**src/rtl/dpsram_pkg.sv**
```systemverilog
`timescale 1ns/1ps
package dpsram_pkg;

    localparam int NPORT = 2;   // index 0 = left, index 1 = right

    typedef enum logic {
        PATH_FLOW = 1'b0,
        PATH_PIPE = 1'b1
    } read_path_e;

    function automatic logic port_selected(input logic en_lo, input logic en_hi);
        return (!en_lo) && en_hi;
    endfunction

endpackage

```
**src/rtl/dpsram_array.sv**
```systemverilog
`timescale 1ns/1ps
module dpsram_array #(
    parameter int ADDR_W = 8,
    parameter int DATA_W = 9,
    parameter int NPORT  = 2
) (
    input  logic                           clk,
    input  logic [NPORT-1:0]               we,
    input  logic [NPORT-1:0][ADDR_W-1:0]   addr,
    input  logic [NPORT-1:0][DATA_W-1:0]   wdata,
    output logic [NPORT-1:0][DATA_W-1:0]   rdata
);

    localparam int DEPTH = 1 << ADDR_W;

    logic [DATA_W-1:0]             mem [DEPTH];
    logic [NPORT-1:0][DATA_W-1:0]  rdata_q;

    // Reads capture the contents present before this edge's writes.
    // Writes are applied from the highest index down, so index 0 (left)
    // lands last and wins a same-address collision.
    always_ff @(posedge clk) begin
        for (int p = 0; p < NPORT; p++) begin
            rdata_q[p] <= mem[addr[p]];
        end
        for (int p = NPORT - 1; p >= 0; p--) begin
            if (we[p]) begin
                mem[addr[p]] <= wdata[p];
            end
        end
    end

    assign rdata = rdata_q;

endmodule

```
**src/rtl/dpsram_port_ctl.sv**
```systemverilog
`timescale 1ns/1ps
module dpsram_port_ctl
    import dpsram_pkg::*;
#(
    parameter int DATA_W = 9
) (
    input  logic              clk,
    input  logic              rst_n,
    input  logic              path_pipe,
    input  logic              en_lo,
    input  logic              en_hi,
    input  logic              rnw,
    input  logic              oe_n,
    input  logic [DATA_W-1:0] arr_rdata,
    output logic              wr_en,
    output logic [DATA_W-1:0] dout,
    output logic              drive
);

    typedef struct packed {
        logic              awake;     // selected at the previous edge
        logic              s1_vld;    // read captured at the last edge
        logic              s1_pv;     // same read, qualified for the pipelined path
        logic              s2_vld;    // pipelined output valid
        logic [DATA_W-1:0] s2_data;   // pipelined output word
    } port_state_t;

    port_state_t       st_d, st_q;
    read_path_e        path;
    logic              sel;
    logic              rd;
    logic              vld;
    logic [DATA_W-1:0] data;

    always_comb begin
        path  = path_pipe ? PATH_PIPE : PATH_FLOW;
        sel   = port_selected(en_lo, en_hi);
        rd    = sel && rnw;
        wr_en = sel && !rnw;

        st_d         = st_q;
        st_d.awake   = sel;
        st_d.s1_vld  = rd;
        st_d.s1_pv   = rd && st_q.awake;
        st_d.s2_vld  = st_q.s1_pv;
        st_d.s2_data = arr_rdata;

        case (path)
            PATH_PIPE: begin
                vld  = st_q.s2_vld;
                data = st_q.s2_data;
            end
            default: begin
                vld  = st_q.s1_vld;
                data = arr_rdata;
            end
        endcase

        drive = vld && !oe_n;
        dout  = drive ? data : '0;
    end

    always_ff @(posedge clk or negedge rst_n) begin
        if (!rst_n) begin
            st_q <= '0;
        end else begin
            st_q <= st_d;
        end
    end

endmodule

```
**src/rtl/dpsram_core.sv**
```systemverilog
`timescale 1ns/1ps
module dpsram_core
    import dpsram_pkg::*;
#(
    parameter int ADDR_W = 8,
    parameter int DATA_W = 9
) (
    input  logic              clk,
    input  logic              rst_n,
    input  logic              pipe_mode,
    input  logic [ADDR_W-1:0] l_addr,
    input  logic [DATA_W-1:0] l_wdata,
    input  logic              l_rnw,
    input  logic              l_en_n,
    input  logic              l_en,
    input  logic              l_oe_n,
    output logic [DATA_W-1:0] l_rdata,
    output logic              l_drive,
    input  logic [ADDR_W-1:0] r_addr,
    input  logic [DATA_W-1:0] r_wdata,
    input  logic              r_rnw,
    input  logic              r_en_n,
    input  logic              r_en,
    input  logic              r_oe_n,
    output logic [DATA_W-1:0] r_rdata,
    output logic              r_drive
);

    logic [NPORT-1:0][ADDR_W-1:0] addr_v;
    logic [NPORT-1:0][DATA_W-1:0] wdata_v;
    logic [NPORT-1:0][DATA_W-1:0] arr_rdata_v;
    logic [NPORT-1:0][DATA_W-1:0] dout_v;
    logic [NPORT-1:0]             rnw_v, en_n_v, en_v, oe_n_v, we_v, drive_v;

    assign addr_v  = {r_addr,  l_addr};
    assign wdata_v = {r_wdata, l_wdata};
    assign rnw_v   = {r_rnw,   l_rnw};
    assign en_n_v  = {r_en_n,  l_en_n};
    assign en_v    = {r_en,    l_en};
    assign oe_n_v  = {r_oe_n,  l_oe_n};

    dpsram_array #(
        .ADDR_W (ADDR_W),
        .DATA_W (DATA_W),
        .NPORT  (NPORT)
    ) u_array (
        .clk   (clk),
        .we    (we_v),
        .addr  (addr_v),
        .wdata (wdata_v),
        .rdata (arr_rdata_v)
    );

    for (genvar g = 0; g < NPORT; g++) begin : g_port
        dpsram_port_ctl #(
            .DATA_W (DATA_W)
        ) u_ctl (
            .clk       (clk),
            .rst_n     (rst_n),
            .path_pipe (pipe_mode),
            .en_lo     (en_n_v[g]),
            .en_hi     (en_v[g]),
            .rnw       (rnw_v[g]),
            .oe_n      (oe_n_v[g]),
            .arr_rdata (arr_rdata_v[g]),
            .wr_en     (we_v[g]),
            .dout      (dout_v[g]),
            .drive     (drive_v[g])
        );
    end

    assign l_rdata = dout_v[0];
    assign r_rdata = dout_v[1];
    assign l_drive = drive_v[0];
    assign r_drive = drive_v[1];

endmodule

```
**config.mk**
```make
export PLATFORM = sky130hd
export DESIGN_NAME = dpsram_core
export DESIGN_NICKNAME = d
export VERILOG_FILES = /design/src/rtl/dpsram_pkg.sv /design/src/rtl/dpsram_array.sv /design/src/rtl/dpsram_port_ctl.sv /design/src/rtl/dpsram_core.sv
export SDC_FILE = /design/constraint.sdc
export NUM_CORES = 2
export LEC_CHECK = 0
export BUFFER_PORTS_ARGS = -buffer_cell sky130_fd_sc_hd__buf_4
export CORE_UTILIZATION = 35
export DETAILED_ROUTE_END_ITERATION = 6
export GPL_TIMING_DRIVEN = 0
export PLACE_DENSITY = 0.63
export RECOVER_POWER = 100
export SLEW_MARGIN = 40
export SYNTH_ARGS = -nofsm -noshare
export SYNTH_HDL_FRONTEND = slang
export SYNTH_SLANG_ARGS = --single-unit
```
**constraint.sdc**
```tcl
create_clock -name clk -period 2 [get_ports clk]
set_input_delay 0.4 -clock clk [delete_from_list [all_inputs] [get_ports clk]]
set_output_delay 0.4 -clock clk [all_outputs]
set_load 0.02 [all_outputs]
```
After elaboration in Yosys (flattened, before gate mapping):

Memory sizes are Yosys's and may differ from the RTL's. A register that Yosys moved wholly into a read port is not among the register bits.
Cells that the tools add are included.

* add/subtract/negate cells: 0
* muxes and demuxes: 11
* reduce and logical (&&, ||, !) cells: 16
* divide/modulo/power cells: 0
* multipliers: 0
* bitwise logic cells: 0
* magnitude comparators: 0
* shift-type cells: 0
* equal/unequal tests: 0

Operators with widths (number)
* 2-to-1 mux 9 bit: 4
* logical AND 1 bit: 10
* 2-to-1 mux 1 bit: 7
* logical NOT 1 bit: 6

* input bits: 45
* bits in read-only memories: 0
* output and inout bits: 20
* flip-flop bits (word level): 26
* memories: 1
* word-level logic and storage cells: 38
* latch bits: 0
* bits in writable memories: 2304

Memories
* u_array.mem: words 256, bits a word 9, rd ports 2, clocked after memory_dff 2, write ports 2, RTL line dpsram_array.sv:16 `logic [DATA_W-1:0] mem [DEPTH];`

Logic depth before layout (Yosys ltp):

* depth in word-level cells: 5
* mapped depth: 9
* gate-level depth less buffers: 5

Hierarchy:

Synthesis repeated with hierarchy kept, for this count alone.

* cell total of the unflattened synthesis: 8540
* area total of the unflattened synthesis: 137027.7 um^2

By module, submodules not included
* dpsram_array: cells an instance 8440, area an instance 135911.6 um^2, instances 1, sequential area each 69546.7 um^2
* dpsram_port_ctl: cells an instance 50, area an instance 558.0 um^2, instances 2, sequential area each 325.3 um^2

Least setup slack after synthesis:

Ideal clock, no wire load.

* kind: input-to-reg
* from: input port r_addr[0]
* to: memory u_array.mem[124][0] (enable)
* cell stages on the path: 7
* data arrival time: 2.205 ns
* required time: 1.613 ns
* setup time: 0.387 ns
* path slack: -0.592 ns
* buffers on the path: 4
* cells stage by stage: clkbuf_1 buf_6 buf_6 nor3b_1 nand2_1 clkbuf_1 o21ai_0

RTL lines
* from (decl): RTL line dpsram_core.sv:19 `input logic [ADDR_W-1:0] r_addr,`
* to (decl): RTL line dpsram_array.sv:16

==> flow_summary_export.csv <==
group,metric,value,unit
setup_path,start_kind,"primary input",
setup_path,regToRegSetupSlack,-1.15,ns
synth,syn_area,137000,um^2
setup_path,cp-end-kind,"flip-flop",
synth,syn_inst,8478,
drt,drtIter0Drc,17800,
global_routing,grt_max_degree,27,
outcome,violations,"DRC, setup timing",
sta,fin_crit,3.15,ns
synth,synthArstFlopShare,1.11,%
outcome,status,"finished, violations left",
hold_path,hold_path.startpoint,"r_wdata[3]",
synth,syn_area_per_cell,16.1,um^2
sta,hold_viol,0,
floorplanning,ioPinCount,65,
synth,yosysWarnings,0,
job,drv_cap,0,
setup_path,worstPathRequired,2.88,ns
drt,drt-total-wl,815000,um
clock_network,clock_tree.buffer_depth,4,
setup_path,worstRegToRegCells,5,
global_routing,gr-total-overflow,0,
sta,fin_ws,-1.15,ns
floorplanning,core,389000,um^2
synth,syn_nets,8523,
sta,grt_setup_unrepaired,"yes",
drt,drtAntennaViolNets,0,
sta,fmax,317,MHz
clock_network,clock-sinks,2348,
setup_path,worstSetupPathType,"primary input to flip-flop",
drt,viasPerCell,7.03,
global_routing,grt_antenna_before_repair,125,
sta,skew,0.0938,ns
setup_path,r2r-start,"u_array.mem[67][8]",
drt,wl_per_cell,55.0,um
clock_network,path_clk_slew,0.06,ns
setup_path,cp.arrival,4.03,ns
final_layout,drive_gt1_share,61.5,%
place,routabilityCongestion,1.09,
pwr,leakagePower,53.7,nW
place,placed_area,151000,um^2
clock_network,htree_levels,5,
final_layout,areaGrowthSynthToFinish,25.0,%
clock_network,cts_root_buf,"clkbuf_16",
place,place_inst,13900,
synth,synth_edf_count,2304,
global_routing,grt_use_total,40.5,%
hold_path,worstHoldPathType,"primary input to flip-flop",
drt,firstDrtPassIters,6,
hold_path,whs_path_depth,2,
global_routing,grt_pass1_vias,98200,
floorplanning,dieArea,393000,um^2
clock_network,cts_tree,"yes",
setup_path,r2r_end,"u_array.rdata[8]",
clock_network,insertion_delay,1.02,ns
sta,slew_headroom,25.6,%
final_layout,nFillCells,34400,
sta,slew_violations,0,
synth,synth-seq-cells,2348,
floorplanning,die_y,627,um
floorplanning,start_util,35.1,%
global_routing,grt_pass1_wl,1020000,um
final_layout,fin_cells,14800,
floorplanning,die_w,627,um
place,io_buffers,43,
sta,period_share,158,%
sta,setup_violations,4357,
clock_network,cts_buffers,293,
floorplanning,placementRows,229,
pwr,pwr_density_cell,754,nW/um^2
sta,tightest_slew,1.12,ns
drt,vias,104000,
setup_path,startpoint,"l_addr[3]",
pwr,vdd_drop_max,624,uV
synth,synth_cell_types,37,
final_layout,fin_area,171000,um^2
drt,drc,5,
final_layout,nets,9316,
pwr,p_total,129,mW
sta,tns,-823.44,ns
hold_path,min_to,"u_array.mem[1][3]",
place,dp_hpwl,622000,um
synth,synth-seq-area-share,51.4,%
synth,synth_flop_cell,"edfxtp_1",
setup_path,worstPathMaxFanout,10,
## registers in the layout (all words and copies together), names as in the netlist
name	count
u_array.rdata	18
g_port.u_ctl.st_d	2
u_array.mem	2304
g_port.u_ctl.st_q	24
## kinds of logic after synthesis
group | after synthesis | share of synthesized area [%]
mux | 3476 | 38.1
flops | 2348 | 51.4
compound gates | 1192 | 5.74
buf+inv | 1031 | 3.07
simple gates | 431 | 1.66
## final cells by class
type	instances	area (um^2)	share of cell area, %
sequential	2348	70200	41.1
multi-input combinational	5103	69000	40.4
timing repair buffer	501	8270	4.85
clock buffer	357	7700	4.51
buffer	1022	6860	4.02
tap	5197	6500	3.81
clock inverter	161	1880	1.10
antenna	115	288	0.169
inverter	2	7.51	0.00440
## power breakdown
part / switching, mW / internal, mW
Sequential: 0.143 / 54.2
Combinational: 12.4 / 6.10
Clock: 24.1 / 31.7
Total: 36.7 / 92.0
## routing by layer
layer	up-vias	track usage (%)	part of all wire [%]
met1	54900	47.8	34
met5	-	0.346	0.15
met2	9427	57.2	42
li1	37200	-	-
met4	34	35.5	10
met3	2544	15.7	13
## worst max path at each step
stage / endpoint / depth (start not counted)
3_3_place_gp: u_array.mem[109][0] / 6
3_5_place_dp: u_array.mem[159][0] / 9
6_report: u_array.rdata[8] / 10
4_1_cts: u_array.rdata[8] / 5
2_1_floorplan: u_array.mem[143][0] / 8
5_1_grt: u_array.rdata[8] / 5
## critical path: stages
cell      delay, ns
buf_4          0.18
and2_2         0.50
clkbuf_2       0.66
clkbuf_1       0.47
buf_4          0.29
a22oi_1        0.11
a21oi_1        0.58
o41ai_2        0.20
buf_4          0.21
nand4_1        0.34
## Yosys cell counts, drive strengths merged (8+ instances only)
master | number | area [um^2]
a21oi | 288 | 1440
a22oi | 576 | 4320
buf | 217 | 1130
clkbuf | 812 | 3050
dfrtp | 26 | 651
dfxtp | 18 | 360
edfxtp | 2304 | 69200
mux2 | 2304 | 25900
mux2i | 20 | 200
mux4 | 1152 | 25900
nand2 | 181 | 722
nand2b | 8 | 50.1
nand3 | 10 | 60.1
nand4 | 18 | 113
nor2 | 172 | 1040
nor2b | 17 | 106
o21ai | 128 | 641
o22ai | 128 | 801
o41ai | 72 | 631
## stage by stage
step / hold WS [ns] / utilization (%) / worst slack (ns)
after floorplan: 0.104 / - / -0.304
after global placement: 0.337 / 37.8 / -5.69
after detailed placement: 0.336 / 38.9 / -3.14
after CTS: 0.0946 / 42.5 / -0.779
after global routing: 0.0650 / 43.8 / -1.10
final: 0.0205 / 43.9 / -1.15
## repair_timing
action | in CTS | in global routing
endpoints found under the hold margin | 85 | 0
resized for setup | 626 | 497
pin swaps | 132 | 246
gates cloned | 0 | 8
buffers inserted | 84 | 189
hold buffers | 19 | 0
setup endpoints to repair | 4646 | 4066
## layout by cell type (no fill, tap or decap), types with 157 or more instances in the layout
cell type and instances:
edfxtp_1 2304, clkbuf_16 314, clkbuf_2 240, mux2_2 2304, a22oi_1 498, a21oi_1 206
buf_12 263, buf_4 178, clkbuf_1 447, nor2_4 157, mux4_2 1152
Note: power is estimated with default switching activity, not from simulation.
